## config.mk

```make
export PLATFORM = sky130hd
export DESIGN_NAME = nvseq_unlock_detector
export DESIGN_NICKNAME = d
export VERILOG_FILES = /design/src/rtl/nvseq_pkg.sv /design/src/rtl/nvseq_access_sampler.sv /design/src/rtl/nvseq_step_match.sv /design/src/rtl/nvseq_tracker.sv /design/src/rtl/nvseq_unlock_detector.sv
export SDC_FILE = /design/constraint.sdc
export NUM_CORES = 1
export LEC_CHECK = 0
export ABC_AREA = 1
export BUFFER_PORTS_ARGS = -buffer_cell sky130_fd_sc_hd__buf_2
export CAP_MARGIN = 20
export CORE_MARGIN = 3
export CORE_UTILIZATION = 46
export CTS_CLUSTER_SIZE = 24
export DETAILED_ROUTE_END_ITERATION = 8
export PLACE_DENSITY = 0.73
export SETUP_SLACK_MARGIN = 0.02
export SLEW_MARGIN = 20
export SYNTH_ARGS = -nofsm -noshare
export SYNTH_HDL_FRONTEND = slang
export SYNTH_SLANG_ARGS = --single-unit
export TNS_END_PERCENT = 10
```

## constraint.sdc

```tcl
create_clock -name clk -period 1.65 [get_ports clk]
set_clock_uncertainty 0.2 [all_clocks]
set_input_delay 0.2475 -clock clk [delete_from_list [all_inputs] [get_ports clk]]
set_output_delay 0.2475 -clock clk [all_outputs]
set_load 0.01 [all_outputs]
```

## src/rtl/nvseq_pkg.sv

```systemverilog
package nvseq_pkg;

   localparam int SEQ_AW   = 13;
   localparam int PREFIX_N = 5;

   typedef logic [SEQ_AW-1:0] seq_addr_t;

   // common leading reads, order is significant
   localparam seq_addr_t PREFIX_ADDR [PREFIX_N] = '{
      13'h0000, 13'h1555, 13'h0AAA, 13'h1FFF, 13'h10F0
   };

   // final read selects the operation
   localparam seq_addr_t STORE_ADDR  = 13'h0F0F;
   localparam seq_addr_t RECALL_ADDR = 13'h0F0E;

   typedef enum logic [1:0] {
      OP_NONE   = 2'd0,
      OP_STORE  = 2'd1,
      OP_RECALL = 2'd2
   } nv_op_e;

endpackage

```

## src/rtl/nvseq_access_sampler.sv

```systemverilog
module nvseq_access_sampler #(
   parameter int ADDR_W = 13
) (
   input  logic              clk,
   input  logic              rst_n,
   input  logic              ce_n,
   input  logic              we_n,
   input  logic [ADDR_W-1:0] addr,
   output logic              acc_vld,
   output logic              acc_wr,
   output logic [ADDR_W-1:0] acc_addr
);

   logic ce_hi_q;

   // remembers whether enable was high on the previous edge
   always_ff @(posedge clk or negedge rst_n) begin
      if (!rst_n) begin
         ce_hi_q <= 1'b0;
      end else begin
         ce_hi_q <= ce_n;
      end
   end

   assign acc_vld  = ce_hi_q & ~ce_n;
   assign acc_wr   = ~we_n;
   assign acc_addr = addr;


   single_access_chk: assert property (@(posedge clk) disable iff (!rst_n)
      acc_vld |=> !acc_vld);

endmodule

```

## src/rtl/nvseq_step_match.sv

```systemverilog
module nvseq_step_match
   import nvseq_pkg::*;
#(
   parameter int ADDR_W = 13,
   parameter int STEP_W = 3
) (
   input  logic [ADDR_W-1:0] acc_addr,
   input  logic [STEP_W-1:0] step,
   output logic              hit_next,
   output logic              hit_first,
   output nv_op_e            final_op
);

   localparam int SLOTS = 1 << STEP_W;

   generate
      if (ADDR_W < SEQ_AW) begin : g_aw_bad
         $error("nvseq_step_match: ADDR_W narrower than sequence addresses");
      end
      if (SLOTS <= PREFIX_N) begin : g_step_bad
         $error("nvseq_step_match: STEP_W cannot index the final step");
      end
   endgenerate

   logic [SLOTS-1:0] hit_vec;

   // one comparator per prefix step; unused slots never match
   generate
      for (genvar i = 0; i < SLOTS; i++) begin : g_slot
         if (i < PREFIX_N) begin : g_cmp
            assign hit_vec[i] = (acc_addr == ADDR_W'(PREFIX_ADDR[i]));
         end else begin : g_pad
            assign hit_vec[i] = 1'b0;
         end
      end
   endgenerate

   assign hit_next  = hit_vec[step];
   assign hit_first = hit_vec[0];

   always_comb begin
      if (acc_addr == ADDR_W'(STORE_ADDR)) begin
         final_op = OP_STORE;
      end else if (acc_addr == ADDR_W'(RECALL_ADDR)) begin
         final_op = OP_RECALL;
      end else begin
         final_op = OP_NONE;
      end
   end

endmodule

```

## src/rtl/nvseq_tracker.sv

```systemverilog
module nvseq_tracker
   import nvseq_pkg::*;
#(
   parameter int STEP_W           = 3,
   parameter bit RESTART_ON_FIRST = 1'b1
) (
   input  logic              clk,
   input  logic              rst_n,
   input  logic              nv_busy,
   input  logic              acc_vld,
   input  logic              acc_wr,
   input  logic              hit_next,
   input  logic              hit_first,
   input  nv_op_e            final_op,
   output logic [STEP_W-1:0] step,
   output logic              store_req,
   output logic              recall_req
);

   localparam logic [STEP_W-1:0] FINAL_STEP = STEP_W'(PREFIX_N);
   localparam logic [STEP_W-1:0] IDLE_STEP  = '0;

   logic [STEP_W-1:0] restart_step;
   logic [STEP_W-1:0] step_nx;
   logic              store_nx;
   logic              recall_nx;

   // abort target: variant picked at elaboration
   generate
      if (RESTART_ON_FIRST) begin : g_restart
         assign restart_step = hit_first ? STEP_W'(1) : IDLE_STEP;
      end else begin : g_plain
         assign restart_step = IDLE_STEP;
      end
   endgenerate

   always_comb begin
      step_nx   = step;
      store_nx  = 1'b0;
      recall_nx = 1'b0;
      if (nv_busy) begin
         step_nx = IDLE_STEP;
      end else if (acc_vld) begin
         if (acc_wr) begin
            step_nx = IDLE_STEP;
         end else if (step == FINAL_STEP) begin
            unique case (final_op)
               OP_STORE: begin
                  step_nx  = IDLE_STEP;
                  store_nx = 1'b1;
               end
               OP_RECALL: begin
                  step_nx   = IDLE_STEP;
                  recall_nx = 1'b1;
               end
               default: step_nx = restart_step;
            endcase
         end else if (hit_next) begin
            step_nx = step + STEP_W'(1);
         end else begin
            step_nx = restart_step;
         end
      end
   end

   always_ff @(posedge clk or negedge rst_n) begin
      if (!rst_n) begin
         step       <= IDLE_STEP;
         store_req  <= 1'b0;
         recall_req <= 1'b0;
      end else begin
         step       <= step_nx;
         store_req  <= store_nx;
         recall_req <= recall_nx;
      end
   end


   req_exclusive_chk: assert property (@(posedge clk) disable iff (!rst_n)
      !(store_req && recall_req));


   store_pulse_chk: assert property (@(posedge clk) disable iff (!rst_n)
      store_req |=> !store_req);


   recall_pulse_chk: assert property (@(posedge clk) disable iff (!rst_n)
      recall_req |=> !recall_req);


   busy_clear_chk: assert property (@(posedge clk) disable iff (!rst_n)
      nv_busy |=> (step == IDLE_STEP && !store_req && !recall_req));


   write_abort_chk: assert property (@(posedge clk) disable iff (!rst_n)
      (acc_vld && acc_wr) |=> (step == IDLE_STEP && !store_req && !recall_req));


   store_origin_chk: assert property (@(posedge clk) disable iff (!rst_n)
      store_req |-> ($past(step) == FINAL_STEP));


   recall_origin_chk: assert property (@(posedge clk) disable iff (!rst_n)
      recall_req |-> ($past(step) == FINAL_STEP));


   step_range_chk: assert property (@(posedge clk) disable iff (!rst_n)
      step <= FINAL_STEP);


   step_advance_chk: assert property (@(posedge clk) disable iff (!rst_n)
      (step != $past(step)) |->
         (step == IDLE_STEP || step == STEP_W'(1) || step == $past(step) + STEP_W'(1)));

endmodule

```

## src/rtl/nvseq_unlock_detector.sv

```systemverilog
module nvseq_unlock_detector
   import nvseq_pkg::*;
#(
   parameter int ADDR_W           = 13,
   parameter bit RESTART_ON_FIRST = 1'b1
) (
   input  logic              clk,
   input  logic              rst_n,
   input  logic              ce_n,
   input  logic              we_n,
   input  logic [ADDR_W-1:0] addr,
   input  logic              nv_busy,
   output logic              store_req,
   output logic              recall_req
);

   localparam int STEP_W = $clog2(PREFIX_N + 1);

   logic              acc_vld;
   logic              acc_wr;
   logic [ADDR_W-1:0] acc_addr;
   logic [STEP_W-1:0] step;
   logic              hit_next;
   logic              hit_first;
   nv_op_e            final_op;

   nvseq_access_sampler #(
      .ADDR_W (ADDR_W)
   ) u_sampler (
      .clk      (clk),
      .rst_n    (rst_n),
      .ce_n     (ce_n),
      .we_n     (we_n),
      .addr     (addr),
      .acc_vld  (acc_vld),
      .acc_wr   (acc_wr),
      .acc_addr (acc_addr)
   );

   nvseq_step_match #(
      .ADDR_W (ADDR_W),
      .STEP_W (STEP_W)
   ) u_match (
      .acc_addr  (acc_addr),
      .step      (step),
      .hit_next  (hit_next),
      .hit_first (hit_first),
      .final_op  (final_op)
   );

   nvseq_tracker #(
      .STEP_W           (STEP_W),
      .RESTART_ON_FIRST (RESTART_ON_FIRST)
   ) u_tracker (
      .clk        (clk),
      .rst_n      (rst_n),
      .nv_busy    (nv_busy),
      .acc_vld    (acc_vld),
      .acc_wr     (acc_wr),
      .hit_next   (hit_next),
      .hit_first  (hit_first),
      .final_op   (final_op),
      .step       (step),
      .store_req  (store_req),
      .recall_req (recall_req)
   );

endmodule

```

==> flow_summary.toml, run 1 <==
[grt]
gr-total-overflow = 0
grt.busiest_layer = "met2"
grt_use_met3_pct = 6.22
grtUsageMet2_pct = 26.7
grt.total_usage_pct = 17.0
grt_pass1_wl_mm = 2.53
grt_max_degree = 8
antenna_found_initial = 0
grt_pass1_vias = 660
gr-usage-met1_pct = 23.6

[route]
routed_via_density = 4.76
drt_iter0_markers = 15
drc_errors = 0
dr.pass1.iters = 4
wirelength_mm = 1.43
dr_total_vias = 747
ant_nets = 0
wl_per_cell_um = 9.13

[pwr]
power_leakage_nw = 0.463
peakVddDrop_mv = 0.520
p_per_area_mw_per_mm2 = 425
power_uw = 359

[worst_setup_path]
reg2reg_slack_ns = 0.17
end_kind = "flop"
worstPathArrival_ns = 1.41
critPathLaunchType = "flop"
cp_max_fo = 6
crit_required_ns = 1.58
r2r_cells = 10
path_class = "flop to flop"
worst_r2r_endpoint = "u_tracker.step[0]"
reg2reg_from = "u_tracker.step[0]"

[yosys]
ys_seq_elements = 6
ys_seq_area_share_pct = 22.7
syn_area_per_cell_um2 = 5.71
syn_area_um2 = 662
synth_nets = 136
synth_cell_type_count = 21
ys.warnings.count = 0
synth_cells = 116

[timing]
period_minus_slack_ns = 1.48
rsz0062_at_grt = "yes"
fin_ws_ns = 0.165
timing.fmax_mhz = 673
hold_viol_final = 0
drv_slew = 0
worstMarginPinSlew_ns = 0.237
slew_headroom_pct = 84.1
setup_violations = 0
min_period_over_period_pct = 90.0
tns_ns = 0

[job]
cap_violations = 0

[place]
io_buffers = 19
gp_congestion = 0.858
place_inst = 151
dp_hpwl_mm = 1.22
place_ws_ns = 0.0915

[layout]
utilization_pct = 64.2
drive_above_1_share_pct = 30.3
area_growth_pct = 27.8
antenna_cells = 0
num-nets-final = 164
finalNonFillerCells = 157

[die]
io_pins = 20
start_util_pct = 50.2
dieArea_mm2 = 0.00193
die_h_um = 43.9
die_x_um = 43.9
std_cell_rows = 13
coreArea_mm2 = 0.00132

[clocking]
numCtsBuffers = 3
cts.sinks = 6
htreeDepth = 1
ctsRootBufferMaster = "clkbuf_4"
ctsLongestPathBuffers = 2
cts_tree = "done"
clk_pin_slew_ns = 0.04
clock_latency_ns = 0.24

[min_path]
worstHoldPathType = "input port to flop"
min_from = "nv_busy"
min_to = "u_tracker.step[0]"
hold_depth = 4

[outcome]
status = "finished clean"
area by class of cell:
class | count | area (um2)
Clock buffer | 3 | 22.5
Fill cell | 128 | 472
Inverter | 25 | 93.8
Multi-Input combinational cell | 85 | 429
Sequential cell | 6 | 151
Tap cell | 15 | 18.8
Timing Repair Buffer | 23 | 130
sequential cells by signal (all words and copies together) (netlist names):
| register | cells |
|---|---|
| u_sampler.ce_hi_q | 1 |
| u_tracker.recall_req | 1 |
| u_tracker.step | 3 |
| u_tracker.store_req | 1 |
layer usage:
layer  share of wire (%)  vias to the layer above
li1                    -                      409
met1                  48                      322
met2                  47                       16
met3                 4.7                        0
met4                   0                        0
met5                   0                        -
worst max-delay path by stage:
| stage | startpoint | end | slack [ns] | cells after the start |
|---|---|---|---|---|
| after floorplan | u_tracker.step[1] | u_tracker.recall_req | 0.22 | 6 |
| after global placement | u_tracker.step[0] | u_tracker.step[0] | 0.12 | 10 |
| after detailed placement | u_tracker.step[0] | u_tracker.step[0] | 0.09 | 10 |
| after CTS | u_tracker.step[0] | u_tracker.step[0] | 0.09 | 10 |
| after global routing | u_tracker.step[0] | u_tracker.step[2] | 0.02 | 9 |
| final | u_tracker.step[0] | u_tracker.step[0] | 0.17 | 10 |
metrics by stage:
| step | instance area, um2 | hold slack (ns) |
|---|---|---|
| global placement | 783 | -0.122 |
| CTS | 826 | 0.0843 |
| global route | 846 | 0.0992 |
| floorplan | 662 | -0.248 |
| finish | 846 | 0.0835 |
| detailed placement | 783 | -0.122 |
power breakdown:
group	internal, mW	leakage [nW]	total [mW]	switching (mW)
logic	0.0319	0.369	0.0791	0.0472
clock network	0.0820	0.0138	0.131	0.0489
registers	0.149	0.0799	0.149	0.000280
total	0.263	0.463	0.359	0.0964
critical path, stage by stage (launching register included):
cell,delay [ns]
dfrtp_2,0.44
nor2_2,0.09
nand2_1,0.08
nor2_2,0.08
nand2_1,0.07
nand3_2,0.09
nand3_1,0.08
nand3_1,0.07
nand3_1,0.07
nand2_1,0.06
nand2_1,0.05
cell usage in the layout, fill, tap and decap left out, drive strengths merged:
cell and instances:
or2 2, buf 21, o22ai 1, nor2 28, o21ai 1, a21oi 2, clkbuf 3, dlygate4sd3 2
nand3 11, ha 2, nor3 2, nand4 4, inv 25, nor4 2, xor2 1, nand2 29
dfrtp 6
synthesized netlist by cell type, drive strengths merged:
library cell	count	area, um2
nand2	29	114
nor2	28	110
inv	25	93.8
nand3	11	65.1
dfrtp	6	150
nand4	4	31.3
a21oi	2	13.8
ha	2	25.0
nor3	2	10.0
nor4	2	12.5
or2	2	12.5
o21ai	1	8.76
o22ai	1	6.26
xor2	1	8.76
timing repair:
action	in CTS	in global routing
setup endpoints to repair	0	5
buffers inserted	0	1
hold buffers	2	0
resized for setup	0	5
hold endpoints to repair	7	0
cells by family after synthesis:
family	count (synthesis)	synth area share (%)
flops	6	22.7
xor+xnor	1	1.32
buf+inv	25	14.2
fa+ha+maj	2	3.78
compound gates	4	4.35
simple gates	78	53.7
No activity file was read; power rests on OpenSTA's default activity.
==> run 2: changes to the inputs <==
PLACE_DENSITY = 0.71   (was 0.73)
SYNTH_HIERARCHICAL = 1   (was not set)
==> run 2 against run 1 <==
  * Die area up 9.3%
  * Final cell count decreased by 2.5%
  * Sequential power barely moved
==> flow_summary.toml, run 2 <==
[outcome]
status = "finished clean"

[route]
wirelength_mm = 1.52
dr.pass1.iters = 4
drc_errors = 0
dr_total_vias = 703
wl_per_cell_um = 9.94
ant_nets = 0
drt_iter0_markers = 10
routed_via_density = 4.59

[place]
io_buffers = 19
place_area_um2 = 810
gp_congestion = 0.838
place_ws_ns = -0.113
dp_hpwl_mm = 1.21

[worst_setup_path]
path_class = "flop to flop"
worstPathArrival_ns = 1.57
end_kind = "flop"
crit_required_ns = 1.58
cp_max_fo = 7
critPathLaunchType = "flop"

[timing]
setup_violations = 0
slew_headroom_pct = 80.2
rsz0062_at_grt = "yes"
min_period_over_period_pct = 99.5
worstMarginPinSlew_ns = 0.295
timing.fmax_mhz = 609
drv_slew = 0
hold_viol_final = 0
period_minus_slack_ns = 1.64
fin_ws_ns = 0.00892

[clocking]
ctsLongestPathBuffers = 2
cts_tree = "done"
numCtsBuffers = 3
clock_latency_ns = 0.24
ctsRootBufferMaster = "clkbuf_4"
htreeDepth = 1
clk_pin_slew_ns = 0.04
cts.sinks = 6

[layout]
num-nets-final = 162
final_cell_mix = "nand2_1, buf_2, inv_1, nor2_1, buf_4"
largest-register = "u_tracker/step"
antenna_cells = 0
stdcell_area_um2 = 888
drive_above_1_share_pct = 42.0
layout_commonest_cell = "nand2_1"
area_growth_pct = 21.2
final-seq-area_um2 = 151
fillers = 140
largest_register_ff_count = 3
multi_input_area_um2 = 430

[yosys]
synth_commonest_cells = "nand2_1, inv_1, nor2_1"
synth.most_common_cell = "nand2_1"
ys_seq_area_share_pct = 20.5
synth_edf_count = 0
synth_area_leaders = "dfrtp_1, nand2_1, buf_4"
ys.warnings.count = 6
syn_area_per_cell_um2 = 6.21
syn_area_um2 = 733
synth_top_cell_area_share_pct = 20.5
synth_nets = 140
synth_cell_type_count = 19
synth_top_area_cell = "dfrtp_1"
synth_cells = 118
ys_seq_elements = 6
async_reset_ff_share_pct = 100
synth-main-ff-cell = "dfrtp_1"

[pwr]
peakVddDrop_mv = 0.474
power_leakage_nw = 0.437
p_per_area_mw_per_mm2 = 401

[grt]
grt_max_degree = 8
gr-total-overflow = 0
grt.total_usage_pct = 14.7
grt_pass1_vias = 572
grt_pass1_wl_mm = 2.22
antenna_found_initial = 0

[die]
start_util_pct = 52.4
coreArea_mm2 = 0.00140
dieArea_mm2 = 0.00211
die_h_um = 45.9
io_pins = 20
die_x_um = 45.9
std_cell_rows = 13

[job]
cap_violations = 0

[min_path]
worstHoldPathType = "input port to flop"
run 2: area by class of cell:
class	count	area share, %
clock buffers	3	2.54
inverters	22	9.30
multi-input cells	77	48.5
flip-flops and latches	6	17.0
well taps	15	2.11
repair buffers	30	20.6
run 2: timing repair:
action	in CTS	in global routing
hold buffers	2	0
pin swaps	0	8
hold endpoints to repair	7	0
gates resized for setup	2	6
setup endpoints to repair	2	3
cloned	0	0
buffers inserted	0	2
run 2: metal layers:
metal,vias to the layer above,GRT usage (%),wire length (um)
li1,385,-,-
met2,15,22.8,743
met5,-,0,0
met3,0,5.93,84
met4,0,1.70,0
met1,303,19.6,693
run 2: power by group:
group          total [mW]  switching [mW]  internal [mW]  leakage, nW
sequential          0.149        0.000307          0.149       0.0799
clock               0.130          0.0481         0.0819       0.0138
combinational      0.0771          0.0438         0.0333        0.343
run 2: through the flow:
stage	hold WS (ns)	TNS [ns]	total power [mW]	instances	util, %
6_report	0.110	0	0.356	153	63.5
5_1_grt	0.121	-0.240	0.381	153	63.5
4_1_cts	0.0948	0	0.363	151	61.0
3_5_place_dp	-0.125	-0.164	0.223	146	57.9
3_3_place_gp	-0.126	-0.131	0.221	146	57.9
2_1_floorplan	-0.248	-0.0302	0.213	118	-
run 2: final timing paths:
kind                            depth (start not counted)  slack [ns]                end              start
worst max-delay path                                   12       0.009  u_tracker/step[0]  u_tracker/step[0]
worst min-delay path                                    4        0.11  u_tracker/step[0]            nv_busy
worst max register to register                         12       0.009  u_tracker/step[0]  u_tracker/step[0]
worst min register to register                          2        0.38  u_tracker/step[2]  u_tracker/step[2]
max in group asynchronous                               2        0.93  u_tracker/step[0]              rst_n
min in group asynchronous                               2        0.16  u_sampler/ce_hi_q              rst_n
run 2: kinds of logic after synthesis:
kind of cell,Yosys count,synth area share (%)
and+or+nand+nor,71,46.1
buffers and inverters,35,24.6
DFF,6,20.5
adders and majority gates,4,6.83
AOI/OAI and AO/OA,2,2.05
run 2: critical path, cell delays in order (launching register included):
cell      delay [ns]
dfrtp_2         0.45
inv_2           0.08
nand3b_1        0.09
nor2_1          0.13
nand2_1         0.08
nand3_1         0.07
nand3_1         0.09
nand2_2         0.10
inv_2           0.05
nand2_2         0.05
nand3_2         0.06
nand3_2         0.06
nand2_1         0.04
